==> config.mk <==
export PLATFORM = sky130hd
export DESIGN_NAME = gpio_port_ctrl
export DESIGN_NICKNAME = d
export VERILOG_FILES = /design/src/rtl/gpio_port_pkg.sv /design/src/rtl/gpio_port_ctl.sv /design/src/rtl/gpio_pin_drive.sv /design/src/rtl/gpio_port_dp.sv /design/src/rtl/gpio_port_ctrl.sv
export SDC_FILE = /design/constraint.sdc
export NUM_CORES = 1
export LEC_CHECK = 0
export ABC_AREA = 1
export BUFFER_PORTS_ARGS = -buffer_cell sky130_fd_sc_hd__buf_2
export CAP_MARGIN = 10
export CORE_ASPECT_RATIO = 0.9
export CORE_MARGIN = 2
export CORE_UTILIZATION = 25
export DETAILED_ROUTE_END_ITERATION = 7
export GPL_TIMING_DRIVEN = 0
export PLACE_DENSITY = 0.56
export SLEW_MARGIN = 30
export SYNTH_ARGS = -nofsm -noshare
export SYNTH_HDL_FRONTEND = slang
export SYNTH_SLANG_ARGS = --single-unit
==> constraint.sdc <==
create_clock -name clk -period 2.85 [get_ports clk]
set_input_delay 0.285 -clock clk [delete_from_list [all_inputs] [get_ports clk]]
set_output_delay 0.285 -clock clk [all_outputs]
set_load 0.03 [all_outputs]
==> src/rtl/gpio_port_pkg.sv <==
package gpio_port_pkg;

  typedef enum logic [1:0] {
    MODE_OPEN_DRAIN = 2'b00,
    MODE_QUASI      = 2'b01,
    MODE_HIGHZ      = 2'b10,
    MODE_PUSH_PULL  = 2'b11
  } pinMode_e;

  typedef enum logic [1:0] {
    SEL_LATCH = 2'd0,
    SEL_CFGA  = 2'd1,
    SEL_CFGB  = 2'd2,
    SEL_PINS  = 2'd3
  } regSel_e;

  typedef struct packed {
    logic    wrLatch;
    logic    wrCfgA;
    logic    wrCfgB;
    regSel_e rdSel;
  } portStrobe_t;

  // Pins limited to open-drain/high-impedance lose every pull-up code.
  function automatic pinMode_e limitMode(input pinMode_e reqMode, input logic restricted);
    if (restricted && (reqMode == MODE_QUASI || reqMode == MODE_PUSH_PULL))
      return MODE_OPEN_DRAIN;
    return reqMode;
  endfunction

endpackage

==> src/rtl/gpio_port_ctl.sv <==
module gpio_port_ctl
  import gpio_port_pkg::*;
(
  input  logic [1:0]  regAddr,
  input  logic        regWrEn,
  output portStrobe_t strobe
);

  regSel_e sel;

  always_comb begin
    sel            = regSel_e'(regAddr);
    strobe.rdSel   = sel;
    strobe.wrLatch = regWrEn && (sel == SEL_LATCH);
    strobe.wrCfgA  = regWrEn && (sel == SEL_CFGA);
    strobe.wrCfgB  = regWrEn && (sel == SEL_CFGB);
  end

endmodule

==> src/rtl/gpio_pin_drive.sv <==
module gpio_pin_drive
  import gpio_port_pkg::*;
#(
  parameter bit RESTRICTED = 1'b0
) (
  input  logic cfgA,
  input  logic cfgB,
  input  logic outVal,
  input  logic riseNow,
  output logic strongUp,
  output logic weakUp,
  output logic pullDown
);

  pinMode_e effMode;

  always_comb begin
    effMode  = limitMode(pinMode_e'({cfgB, cfgA}), RESTRICTED);
    strongUp = 1'b0;
    weakUp   = 1'b0;
    pullDown = 1'b0;
    unique case (effMode)
      MODE_OPEN_DRAIN: pullDown = ~outVal;
      MODE_QUASI: begin
        pullDown = ~outVal;
        weakUp   = outVal;
        strongUp = outVal & riseNow;
      end
      MODE_HIGHZ: ;
      MODE_PUSH_PULL: begin
        pullDown = ~outVal;
        strongUp = outVal;
      end
      default: ;
    endcase
  end

endmodule

==> src/rtl/gpio_port_dp.sv <==
module gpio_port_dp
  import gpio_port_pkg::*;
#(
  parameter int               WIDTH       = 8,
  parameter logic [WIDTH-1:0] LATCH_RST   = '1,
  parameter logic [WIDTH-1:0] CFGA_RST    = '1,
  parameter logic [WIDTH-1:0] CFGB_RST    = '0,
  parameter logic [WIDTH-1:0] ODONLY_MASK = '0
) (
  input  logic             clk,
  input  logic             rstN,
  input  portStrobe_t      strobe,
  input  logic [WIDTH-1:0] wrData,
  output logic [WIDTH-1:0] rdData,
  input  logic [WIDTH-1:0] altEn,
  input  logic [WIDTH-1:0] altOut,
  input  logic [WIDTH-1:0] padIn,
  output logic [WIDTH-1:0] pinSync,
  output logic [WIDTH-1:0] strongUp,
  output logic [WIDTH-1:0] weakUp,
  output logic [WIDTH-1:0] pullDown
);

  logic [WIDTH-1:0] latchQ, cfgAQ, cfgBQ;
  logic [WIDTH-1:0] outVal, prevValQ, riseNow;
  logic [WIDTH-1:0] sync1Q, sync2Q;

  always_ff @(posedge clk or negedge rstN) begin
    if (!rstN) begin
      latchQ <= LATCH_RST;
      cfgAQ  <= CFGA_RST;
      cfgBQ  <= CFGB_RST;
    end else begin
      if (strobe.wrLatch) latchQ <= wrData;
      if (strobe.wrCfgA)  cfgAQ  <= wrData;
      if (strobe.wrCfgB)  cfgBQ  <= wrData;
    end
  end

  // Alternative function can only pull the value down through a latch 1.
  assign outVal  = latchQ & (~altEn | altOut);
  assign riseNow = outVal & ~prevValQ;

  always_ff @(posedge clk or negedge rstN) begin
    if (!rstN) begin
      prevValQ <= LATCH_RST;
      sync1Q   <= '0;
      sync2Q   <= '0;
    end else begin
      prevValQ <= outVal;
      sync1Q   <= padIn;
      sync2Q   <= sync1Q;
    end
  end

  assign pinSync = sync2Q;

  always_comb begin
    unique case (strobe.rdSel)
      SEL_LATCH: rdData = latchQ;
      SEL_CFGA:  rdData = cfgAQ;
      SEL_CFGB:  rdData = cfgBQ;
      SEL_PINS:  rdData = sync2Q;
      default:   rdData = latchQ;
    endcase
  end

  for (genvar g = 0; g < WIDTH; g++) begin : gPin
    gpio_pin_drive #(.RESTRICTED(ODONLY_MASK[g])) uDrv (
      .cfgA     (cfgAQ[g]),
      .cfgB     (cfgBQ[g]),
      .outVal   (outVal[g]),
      .riseNow  (riseNow[g]),
      .strongUp (strongUp[g]),
      .weakUp   (weakUp[g]),
      .pullDown (pullDown[g])
    );
  end

endmodule

==> src/rtl/gpio_port_ctrl.sv <==
module gpio_port_ctrl
  import gpio_port_pkg::*;
#(
  parameter int               WIDTH       = 8,
  parameter logic [WIDTH-1:0] LATCH_RST   = 8'hFF,
  parameter logic [WIDTH-1:0] CFGA_RST    = 8'h08,
  parameter logic [WIDTH-1:0] CFGB_RST    = 8'h7F,
  parameter logic [WIDTH-1:0] ODONLY_MASK = 8'hC0
) (
  input  logic             clk,
  input  logic             rstN,
  input  logic [1:0]       regAddr,
  input  logic             regWrEn,
  input  logic [WIDTH-1:0] regWrData,
  output logic [WIDTH-1:0] regRdData,
  input  logic [WIDTH-1:0] altEn,
  input  logic [WIDTH-1:0] altOut,
  output logic [WIDTH-1:0] altIn,
  input  logic [WIDTH-1:0] padIn,
  output logic [WIDTH-1:0] padStrongUp,
  output logic [WIDTH-1:0] padWeakUp,
  output logic [WIDTH-1:0] padPullDown
);

  portStrobe_t strobe;

  gpio_port_ctl uCtl (
    .regAddr (regAddr),
    .regWrEn (regWrEn),
    .strobe  (strobe)
  );

  gpio_port_dp #(
    .WIDTH       (WIDTH),
    .LATCH_RST   (LATCH_RST),
    .CFGA_RST    (CFGA_RST),
    .CFGB_RST    (CFGB_RST),
    .ODONLY_MASK (ODONLY_MASK)
  ) uDp (
    .clk      (clk),
    .rstN     (rstN),
    .strobe   (strobe),
    .wrData   (regWrData),
    .rdData   (regRdData),
    .altEn    (altEn),
    .altOut   (altOut),
    .padIn    (padIn),
    .pinSync  (altIn),
    .strongUp (padStrongUp),
    .weakUp   (padWeakUp),
    .pullDown (padPullDown)
  );

endmodule

==> results of run 1 <==
-- logic make-up (layout without fill, tap and decap cells) --
logic type / count (synthesis) / after routing / synth area share (%)
flops: 46 / 46 / 52.3
buf+inv: 69 / 148 / 17.3
compound gates: 40 / 40 / 10.4
simple gates: 92 / 92 / 19.7
other cells: 1 / 4 / 0.167
-- per-layer routing --
layer / share of wire [%] / wire length [microns] / up-vias / global-route usage [%]
met2: 45 / 2460 / 62 / 17.4
met4: 1.2 / 64 / 0 / 3.72
li1: - / - / 925 / -
met1: 48 / 2610 / 845 / 15.9
met5: 0 / 0 / - / 0
met3: 6.4 / 351 / 8 / 2.98
-- cell type report --
cell class                 count  area, sq um
multi-input combinational    136          694
timing repair buffer          71          363
fill                         931         5760
buffer                        31          243
tap                          119          149
clock buffer                   5         68.8
sequential                    46         1180
inverter                      38          148
clock inverter                 3         40.0
-- flip-flops by register name (all words and copies together), names as in the netlist --
register / flops
uDp.prevValQ: 6
uDp.cfgBQ: 8
uDp.cfgAQ: 8
uDp.pinSync: 8
uDp.latchQ: 8
uDp.sync1Q: 8
-- power by group --
part | internal (mW) | total, mW | switching (mW) | leakage, nW
clock | 0.258 | 0.479 | 0.220 | 0.0579
combinational | 0.185 | 0.485 | 0.300 | 0.912
sequential | 0.766 | 0.835 | 0.0685 | 0.516
total | 1.21 | 1.80 | 0.589 | 1.49
-- metrics by stage --
| step | hold slack [ns] | instances | utilization, % | cell area [sq um] |
|---|---|---|---|---|
| floorplan | -0.0106 | 251 | - | 2260 |
| global placement | 0.332 | 440 | 31.9 | 2760 |
| detailed placement | 0.327 | 440 | 32.0 | 2770 |
| CTS | 0.0774 | 449 | 33.3 | 2880 |
| global route | 0.0661 | 449 | 33.3 | 2880 |
| finish | 0.0879 | 449 | 33.3 | 2880 |
-- what timing repair did --
action,CTS,global route
setup endpoints to repair,0,0
buffers inserted,0,0
endpoints found under the hold margin,2,0
hold buffers,1,0
-- worst reg2reg max path: stages (launching register included) --
cell,delay (ns)
dfstp_2,0.55
inv_1,0.05
a21oi_1,0.22
-- worst min-delay path by stage --
| stage | depth (start not counted) | slack (ns) | endpoint |
|---|---|---|---|
| detailed placement | 1 | 0.33 | uDp.pinSync[5] |
| floorplan | 0 | -0.01 | uDp.cfgAQ[0] |
| global route | 1 | 0.07 | uDp.sync1Q[5] |
| finish | 1 | 0.09 | uDp.sync1Q[7] |
| global placement | 0 | 0.33 | uDp.pinSync[5] |
| CTS | 1 | 0.08 | uDp.sync1Q[2] |
-- cells in the final DEF (no fill, tap or decap), drive strengths merged --
cell and n:
a21boi 2, a21oi 14, buf 101, bufinv 1, clkbuf 5, clkinv 2
conb 4, dfrtp 24, dfstp 22, dlygate4sd3 1, inv 38, nand2 39
nand3 26, nand4 8, nor2 19, o21ai 24
==> run_results.csv, run 1 <==
group,metric,value,unit
global_routing,grt.total_usage,11.4,%
yosys,seq_area_frac_synth,52.3,%
route,drt-wirelength-per-cell,12.2,microns
run,timing.max_cap.violations,0,
floorplan,num_rows,32,
cts,clock-sinks,46,
route,drc,0,
setup_path,crit_end,"padWeakUp[1]",
setup_path,ff2ff_path_depth,2,
cts,post_cts.resized_instances,0,
yosys,synth_top_cells_by_area,"dfrtp_1 27%, dfstp_2 26%, buf_4 8.3%",
setup_path,timing.critical_path.from,"uDp.latchQ[1]",
yosys,avgSynthCellArea,9.08,sq um
cts,number_of_buffers_on_the_longest_clock_path,2,
yosys,postSynthCellCount,248,
setup_path,timing.critical_path.cells,"inv_1, a21oi_1, nand2_1, nor2_1, buf_4, buf_2",
sta,layout_setup_ws,0.971,ns
sta,number_of_hold_slack_violations_in_the_final_timing_report,0,
setup_path,critPathSlowestCell,"dfstp_2",
yosys,synth_top_area_share,26.7,%
floorplan,chipHeight,94.0,microns
setup_path,crit_cells,6,
setup_path,path_buf_inv,3,
hold_path,hold_path.startpoint,"padIn[7]",
route,ant_nets,0,
yosys,syn_area,2250,sq um
cts,insertion_delay,0.30,ns
hold_path,hp-class,"in -> reg",
yosys,synthDistinctLibCells,21,
cts,cts_tree,"built",
layout,insertedDiodeCount,0,
power_and_ir_drop,report.power.total,1.80,mW
yosys,synth_async_sr_flop_share,100,%
route,iter_0_drt_violations,70,
setup_path,required,2.57,ns
layout,final_layout_size_suffix_gt1_share,44.5,%
cts,cts_max_level,2,
sta,finalSetupTns,0,ns
yosys,ys.warnings.count,0,
placement,place.port_buffers,70,
route,total_via_count_after_detailed_routing,1840,
yosys,postSynth.topFlopCell,"dfrtp_1",
global_routing,via_count_of_the_first_global_routing_pass,1709,
setup_path,timing.critical_path.from_type,"flip-flop",
global_routing,pin_count_of_the_biggest_net_entering_global_routing,47,
power_and_ir_drop,power.density_cell_area,623,nW/um^2
setup_path,regToRegEndpoint,"uDp.prevValQ[1]",
floorplan,floorplan.core_area,8650,sq um
floorplan,die_area,9780,sq um
sta,slew_headroom,61.1,%
sta,worst_clock_skew,0.00105,ns
sta,fin_crit_sh,65.9,%
yosys,synth_commonest_cells,"36 x inv_1, 36 x nand2_1, 25 x buf_4",
layout,flow.area_growth_from_synthesis,28.1,%
yosys,synth_enable_flop_cells,0,
sta,final.min_clock_period,1.88,ns
cts,cts_buffers,5,
sta,timing.final.max_slew_violations,0,
power_and_ir_drop,irDropWorstVdd,314,uV
setup_path,setup.reg_to_reg.worst_slack,1.94,ns
setup_path,critPathMaxFanout,3,
setup_path,timing_worst_setup_path_type,"reg -> out",
yosys,ys_seq_elements,46,
setup_path,r2r-start,"uDp.latchQ[1]",
global_routing,globalRouteOverflowTotal,0,
setup_path,critical-path-max-stage-delay,0.55,ns
floorplan,initial_utilization,26.0,%
cts,cts_root_buf,"clkbuf_8",
yosys,synth_area_leader_cell,"dfrtp_1",
placement,place.gp.congestion,0.737,
cts,clk_slew_on_worst_s_h_paths,0.09,ns
power_and_ir_drop,power.static_leakage,1.49,nW
global_routing,antenna_violations_before_repair,0,
placement,post-dp-hpwl,3990,microns
floorplan,top_level_ports,77,
layout,fin_nets,366,
route,drt-vias-per-instance,4.10,
sta,maxClockFrequency,532,MHz
placement,dp_worst_setup_slack,1.29,ns
sta,worstMarginPinSlew,0.584,ns
status,status,"finished clean",
setup_path,cp_top_family,"flip-flops",
sta,rsz0062_at_grt,"no",
route,detailedRoute.firstPassIterationCount,4,
setup_path,worst_ep_arrival_time,1.59,ns
floorplan,floorplan.die.width,104,microns
sta,timing.final.setup_violations,0,
global_routing,grt_first_pass_wirelength,8690,microns
route,detail_route.wirelength,5480,microns
setup_path,cp-end-kind,"primary output",
Note: power is estimated with default switching activity, not from simulation.
==> inputs of run 2 (changes only) <==
--- a/config.mk
+++ b/config.mk
@@ -13,7 +13,7 @@
 export CORE_UTILIZATION = 25
 export DETAILED_ROUTE_END_ITERATION = 7
 export GPL_TIMING_DRIVEN = 0
-export PLACE_DENSITY = 0.56
+export PLACE_DENSITY = 0.57
 export SLEW_MARGIN = 30
 export SYNTH_ARGS = -nofsm -noshare
 export SYNTH_HDL_FRONTEND = slang
==> constraint.sdc (replaced) <==
create_clock -name clk -period 1.65 [get_ports clk]
set_input_delay 0.165 -clock clk [delete_from_list [all_inputs] [get_ports clk]]
set_output_delay 0.165 -clock clk [all_outputs]
set_load 0.03 [all_outputs]
==> run 2 against run 1 <==
  * Sequential power rose by 72%
  * Cell area rose by 10%
  * Cell count rose by 4.2%
  * Count of clock-buffer cells in the layout rose by 1
  * Worst setup slack got worse by 0.94 ns
  * Hold slack got worse by 0.058 ns
  * Clock skew barely moved
  * Utilization rose by 3.5 points
  * Routed wire length rose by 6.7%
  * Power rose by 77%
  * Highest routed layer unchanged
==> run_results.csv, run 2 (synthesis results as in run 1) <==
group,metric,value,unit
status,status,"finished clean",
global_routing,grt_first_pass_wirelength,9380,microns
sta,number_of_hold_slack_violations_in_the_final_timing_report,0,
layout,layout_common_cells,"58 x buf_2, 37 x buf_4, 33 x nand2_1",
route,total_via_count_after_detailed_routing,1961,
power_and_ir_drop,irDropWorstVdd,500,uV
placement,place.gp.congestion,0.759,
setup_path,required,1.48,ns
sta,slew_headroom,60.8,%
global_routing,antenna_violations_before_repair,0,
setup_path,critPathMaxFanout,3,
setup_path,timing.critical_path.cells,"inv_2, a21oi_4, buf_4, a21oi_1, buf_4, buf_6",
setup_path,r2r-start,"uDp.latchQ[1]",
layout,multiInputGateArea,767,sq um
sta,fin_crit_sh,98.3,%
layout,fin_nets,385,
layout,final_layout_size_suffix_gt1_share,50.7,%
route,ant_nets,0,
setup_path,cp_top_family,"flip-flops",
layout,finalInstanceArea,3190,sq um
hold_path,hold_path.startpoint,"altEn[4]",
route,iter_0_drt_violations,91,
floorplan,die_area,9780,sq um
setup_path,regToRegEndpoint,"uDp.prevValQ[1]",
floorplan,top_level_ports,77,
cts,cts_root_buf,"clkbuf_8",
cts,insertion_delay,0.29,ns
cts,cts_tree,"built",
setup_path,timing.critical_path.mode_cell,"buf_4",
route,detail_route.wirelength,5850,microns
global_routing,grt.total_usage,12.1,%
floorplan,chipHeight,94.0,microns
sta,timing.final.max_slew_violations,0,
placement,place.port_buffers,70,
setup_path,ff2ff_path_depth,11,
sta,final.min_clock_period,1.62,ns
layout,insertedDiodeCount,0,
sta,timing.final.setup_violations,0,
layout,final-seq-area,1180,sq um
route,drc,0,
floorplan,initial_utilization,26.0,%
layout,leading_cell_type_in_the_layout_fill_and_taps_excluded,"buf_2",
route,detailedRoute.firstPassIterationCount,5,
setup_path,cp-end-kind,"primary output",
floorplan,floorplan.core_area,8650,sq um
setup_path,timing_worst_setup_path_type,"reg -> out",
placement,placedInstanceArea,2770,sq um
setup_path,setup.reg_to_reg.worst_slack,0.04,ns
sta,worstMarginPinSlew,0.587,ns
cts,cts_buffers,5,
setup_path,worst_ep_arrival_time,1.46,ns
placement,post-dp-hpwl,4020,microns
power_and_ir_drop,power.density_cell_area,999,nW/um^2
floorplan,floorplan.die.width,104,microns
sta,worst_clock_skew,0.00113,ns
global_routing,pin_count_of_the_biggest_net_entering_global_routing,47,
sta,timing.hold.ws,0.0304,ns
global_routing,via_count_of_the_first_global_routing_pass,1896,
sta,rsz0062_at_grt,"yes",
setup_path,timing.critical_path.from_type,"flip-flop",
cts,cts_max_level,2,
cts,clk_slew_on_worst_s_h_paths,0.09,ns
setup_path,critPathSlowestCell,"dfstp_2",
layout,num-fill-cells,925,
floorplan,num_rows,32,
run,timing.max_cap.violations,0,
setup_path,path_buf_inv,4,
setup_path,critical-path-max-stage-delay,0.55,ns
cts,clock-sinks,46,
sta,maxClockFrequency,617,MHz
global_routing,globalRouteOverflowTotal,0,
hold_path,hp-class,"in -> reg",
cts,number_of_buffers_on_the_longest_clock_path,2,
route,drt-vias-per-instance,4.19,
power_and_ir_drop,power.static_leakage,1.57,nW
route,drt-wirelength-per-cell,12.5,microns
hold_path,min_delay_worst_endpoint,"uDp.prevValQ[4]",
layout,flow.area_growth_from_synthesis,41.5,%
hold_path,worstHoldPathCells,2,
==> run 2: cell count changes in the layout (fill, tap and decap cells not counted), moves of 4 or more <==
cell,previous run,this run
inv_2,0,5
a21oi_4,0,4
a21oi_1,14,8
buf_2,71,58
nor2_1,18,13
inv_1,36,31
dlygate4sd3_1,1,9
nor2_2,0,5
buf_4,26,37
buf_6,4,17
==> run 2: layout make-up <==
class	count	share of cell area [%]
flip-flops and latches	46	37.0
multi-input cells	136	24.1
repair buffers	99	21.2
plain buffers	22	5.50
well taps	119	4.67
inverters	38	4.63
clock buffers	6	2.59
clock inverters	2	0.393
==> run 2: power breakdown <==
group          leakage, nW  internal (mW)  switching [mW]  total (mW)
clock               0.0472          0.337           0.385       0.722
sequential           0.516           1.32           0.121        1.44
combinational         1.00          0.444           0.573        1.02
total                 1.57           2.10            1.08        3.18
==> run 2: repair_timing <==
item,CTS,global route
pin swaps,0,12
endpoints found under the hold margin,32,0
hold buffers,9,0
setup endpoints to repair,14,14
resized for setup,18,32
setup buffers,13,7
==> run 2: worst register-to-register path, stage by stage, from the launching register on <==
cell and delay, ns:
dfstp_2 0.39, inv_2 0.07, a21oi_4 0.04, buf_4 0.13, buf_4 0.12, buf_4 0.12
buf_4 0.12, buf_4 0.12, buf_4 0.12, buf_4 0.12, buf_4 0.12, buf_4 0.12
==> run 2: how the worst max path moves through the flow <==
stage                   from        endpoint  depth (start not counted)
3_3_place_gp   uDp.latchQ[1]  padStrongUp[1]                          6
2_1_floorplan  uDp.latchQ[0]  padStrongUp[0]                          5
5_1_grt        uDp.latchQ[1]  padPullDown[1]                          6
3_5_place_dp   uDp.latchQ[1]    padWeakUp[1]                          6
4_1_cts        uDp.latchQ[0]  padStrongUp[0]                          6
6_report       uDp.latchQ[1]  padPullDown[1]                          6
==> run 2: metal layers <==
| metal | part of all wire (%) | GRT usage, % | vias to the layer above |
|---|---|---|---|
| li1 | - | - | 969 |
| met1 | 47 | 16.0 | 913 |
| met2 | 46 | 19.5 | 74 |
| met3 | 6.8 | 3.40 | 5 |
| met4 | 0.82 | 3.38 | 0 |
| met5 | 0 | 0 | - |
==> run 2: stage by stage <==
step	worst slack [ns]	instances	power (mW)	utilization, %	setup TNS, ns
floorplan	0.440	251	2.04	-	0
global placement	0.235	440	2.29	31.9	0
detailed placement	0.197	440	2.31	32.0	0
CTS	0.00141	470	3.14	35.9	0
global route	-0.0362	468	3.37	36.8	-0.0872
finish	0.0287	468	3.18	36.8	0
==> inputs of run 3 (changes only) <==
--- a/config.mk
+++ b/config.mk
@@ -5,12 +5,12 @@
 export SDC_FILE = /design/constraint.sdc
 export NUM_CORES = 1
 export LEC_CHECK = 0
-export ABC_AREA = 1
 export BUFFER_PORTS_ARGS = -buffer_cell sky130_fd_sc_hd__buf_2
 export CAP_MARGIN = 10
 export CORE_ASPECT_RATIO = 0.9
 export CORE_MARGIN = 2
 export CORE_UTILIZATION = 25
+export CTS_BUF_LIST = sky130_fd_sc_hd__clkbuf_16
 export DETAILED_ROUTE_END_ITERATION = 7
 export GPL_TIMING_DRIVEN = 0
 export PLACE_DENSITY = 0.57
==> constraint.sdc (replaced) <==
create_clock -name clk -period 1.36 [get_ports clk]
set_input_delay 0.136 -clock clk [delete_from_list [all_inputs] [get_ports clk]]
set_output_delay 0.136 -clock clk [all_outputs]
set_load 0.03 [all_outputs]
==> run 3 against run 2 <==
  * The flow now finishes with violations (negative setup slack)
  * Register-to-register slack improved by 0.19 ns
  * Die area shrank 1.6%
  * Hold slack better by 0.088 ns
  * Clock skew increased by 0.0012 ns
  * Non-clock buffer count is 5 lower
  * Via count is 19% lower
  * Synthesized cell count fell by 35%
  * Cell count shrank 18%
  * Worst setup slack worse by 0.26 ns
  * Largest power group unchanged
==> run_results.csv, run 3 <==
group,metric,value,unit
global_routing,grt.total_usage,11.3,%
cts,clk_slew_on_worst_s_h_paths,0.06,ns
sta,timing.hold.ws,0.118,ns
placement,placed_cells_incl_taps,356,
sta,worstMarginPinSlew,0.661,ns
power_and_ir_drop,power.density_cell_area,1380,nW/um^2
global_routing,antenna_violations_before_repair,0,
hold_path,min_delay_worst_endpoint,"uDp.cfgAQ[6]",
floorplan,initial_utilization,25.7,%
placement,place.port_buffers,72,
setup_path,cp-end-kind,"primary output",
hold_path,hp-class,"in -> reg",
route,drt-wirelength-per-cell,13.6,microns
power_and_ir_drop,power.static_leakage,1.52,nW
hold_path,hold_path.startpoint,"regWrData[6]",
sta,timing.final.max_slew_violations,0,
hold_path,worstHoldPathCells,2,
yosys,synthDistinctLibCells,19,
floorplan,floorplan.core_area,8610,sq um
yosys,avgSynthCellArea,13.7,sq um
layout,insertedDiodeCount,0,
setup_path,timing.critical_path.cells,"inv_2, a2111oi_4, buf_4, buf_6",
floorplan,top_level_ports,77,
sta,number_of_hold_slack_violations_in_the_final_timing_report,0,
route,drc,0,
placement,place.gp.congestion,0.689,
global_routing,pin_count_of_the_biggest_net_entering_global_routing,47,
cts,insertion_delay,0.28,ns
setup_path,regToRegEndpoint,"uDp.cfgBQ[2]",
floorplan,floorplan.die.width,103,microns
setup_path,critPathSlowestCell,"dfstp_2",
placement,dp_worst_setup_slack,-0.136,ns
layout,num-fill-cells,823,
sta,timing.final.setup_violations,21,
route,ant_nets,0,
layout,flow.area_growth_from_synthesis,56.0,%
global_routing,grt_first_pass_wirelength,8190,microns
yosys,postSynthCellCount,162,
yosys,synth_area_leader_cell,"dfrtp_1",
route,total_via_count_after_detailed_routing,1598,
yosys,ys.warnings.count,0,
cts,clock-sinks,46,
run,timing.max_cap.violations,0,
setup_path,timing.critical_path.from_type,"flip-flop",
yosys,seq_area_frac_synth,53.2,%
sta,maxClockFrequency,627,MHz
sta,slew_headroom,55.9,%
layout,final_layout_size_suffix_gt1_share,77.6,%
setup_path,setup.reg_to_reg.worst_slack,0.23,ns
setup_path,cp_top_family,"flip-flops",
setup_path,worst_ep_arrival_time,1.46,ns
setup_path,required,1.22,ns
cts,cts_root_buf,"clkbuf_16",
layout,postLayoutCoreUtil,40.1,%
cts,cts_max_level,2,
sta,fin_crit_sh,117,%
sta,final.min_clock_period,1.59,ns
power_and_ir_drop,report.power.total,4.77,mW
yosys,synth_async_sr_flop_share,100,%
yosys,synth_top_cells_by_area,"dfrtp_1 27%, dfstp_2 26%, mux2_2 12%",
cts,cts_tree,"built",
route,detail_route.wirelength,5200,microns
floorplan,chipHeight,93.3,microns
global_routing,globalRouteOverflowTotal,0,
sta,rsz0062_at_grt,"yes",
cts,number_of_buffers_on_the_longest_clock_path,2,
power_and_ir_drop,irDropWorstVdd,437,uV
setup_path,r2r-start,"uDp.cfgBQ[2]",
route,iter_0_drt_violations,21,
setup_path,path_buf_inv,3,
status,status,"finished with violations",
setup_path,timing_worst_setup_path_type,"reg -> out",
sta,worst_clock_skew,0.00230,ns
layout,instances_no_fill,382,
route,detailedRoute.firstPassIterationCount,4,
route,drt-vias-per-instance,4.18,
cts,cts_buffers,5,
yosys,syn_area,2210,sq um
setup_path,ff2ff_path_depth,5,
yosys,postSynth.topFlopCell,"dfrtp_1",
sta,layout_setup_ws,-0.234,ns
yosys,synth_commonest_cells,"24 x buf_4, 24 x dfrtp_1, 24 x mux2_2",
floorplan,die_area,9630,sq um
setup_path,critPathMaxFanout,3,
layout,fin_nets,299,
global_routing,via_count_of_the_first_global_routing_pass,1610,
layout,layout_common_cells,"43 x buf_2, 39 x buf_6, 24 x mux2_2, 24 x buf_4, 24 x dfrtp_1",
yosys,synth_top_area_share,27.1,%
yosys,ys_seq_elements,46,
layout,leading_cell_type_in_the_layout_fill_and_taps_excluded,"buf_2",
floorplan,num_rows,32,
status,violations,"negative setup slack",
setup_path,critical-path-max-stage-delay,0.56,ns
yosys,synth_enable_flop_cells,0,
## run 3: changes by cell type after synthesis, sizes merged, moves of 8 or more
cell | before | now
nand2 | 39 | 0
nand3 | 26 | 0
mux2 | 0 | 24
o21ai | 24 | 0
inv | 38 | 18
nor2 | 19 | 6
a21oi | 14 | 2
mux4 | 0 | 8
nand4 | 8 | 0
nor2b | 0 | 8
## run 3: final cells by class
class / count / area (sq um) / share of cell area, %
sequential: 46 / 1180 / 34.1
multi-input combinational: 75 / 972 / 28.1
timing repair buffer: 99 / 801 / 23.2
tap: 119 / 149 / 4.31
buffer: 17 / 131 / 3.80
clock buffer: 5 / 125 / 3.62
inverter: 18 / 85.1 / 2.46
clock inverter: 3 / 12.5 / 0.362
## run 3: power breakdown
part	total (mW)	switching, mW	leakage (nW)	internal (mW)
registers	1.83	0.174	0.512	1.65
clock network	1.13	0.470	0.0724	0.664
logic	1.80	0.880	0.934	0.925
## run 3: repair_timing
item,4_1_cts,5_1_grt
cloned,0,0
hold buffers,9,0
pin swaps,7,3
buffers inserted,14,4
hold endpoints to repair,32,0
setup endpoints to repair,27,25
resized for setup,111,21
## run 3: kinds of logic (layout without fill, tap and decap cells)
family                 count (synthesis)  in the layout  share of synthesized area (%)
flip-flops                            46             46                           53.2
buffers and inverters                 44            142                           11.9
multiplexers                          32             32                           21.7
AND/OR/NAND/NOR                       25             25                           7.80
AO/OA/AOI/OAI                         14             14                           5.20
other                                  1              4                          0.169
## run 3: per-stage QoR
stage          TNS [ns]  cell area, sq um
2_1_floorplan         0              2230
3_3_place_gp     -0.865              2740
3_5_place_dp      -1.10              2740
4_1_cts           -3.42              3350
5_1_grt           -4.11              3450
6_report          -3.08              3450
## run 3: worst reg2reg max path: stages (launching register included)
cell	delay, ns
dfstp_2	0.37
buf_6	0.11
buf_6	0.10
buf_6	0.10
buf_4	0.12
mux2_2	0.25
## run 3: routing by layer
metal	vias up	wire (microns)	track usage (%)
li1	740	-	-
met1	807	2320	14.3
met2	45	2620	19.4
met3	6	205	2.69
met4	0	53	2.96
met5	-	0	0
## run 3: how the worst max path moves through the flow
stage              startpoint        endpoint  cells past startpoint
2_1_floorplan  uDp.pinSync[0]    regRdData[0]                      1
4_1_cts          uDp.cfgBQ[0]  padStrongUp[0]                      4
6_report         uDp.cfgBQ[4]  padStrongUp[4]                      4
5_1_grt          uDp.cfgBQ[3]  padStrongUp[3]                      4
3_5_place_dp     uDp.cfgBQ[0]  padStrongUp[0]                      4
3_3_place_gp       regAddr[1]    regRdData[5]                      4
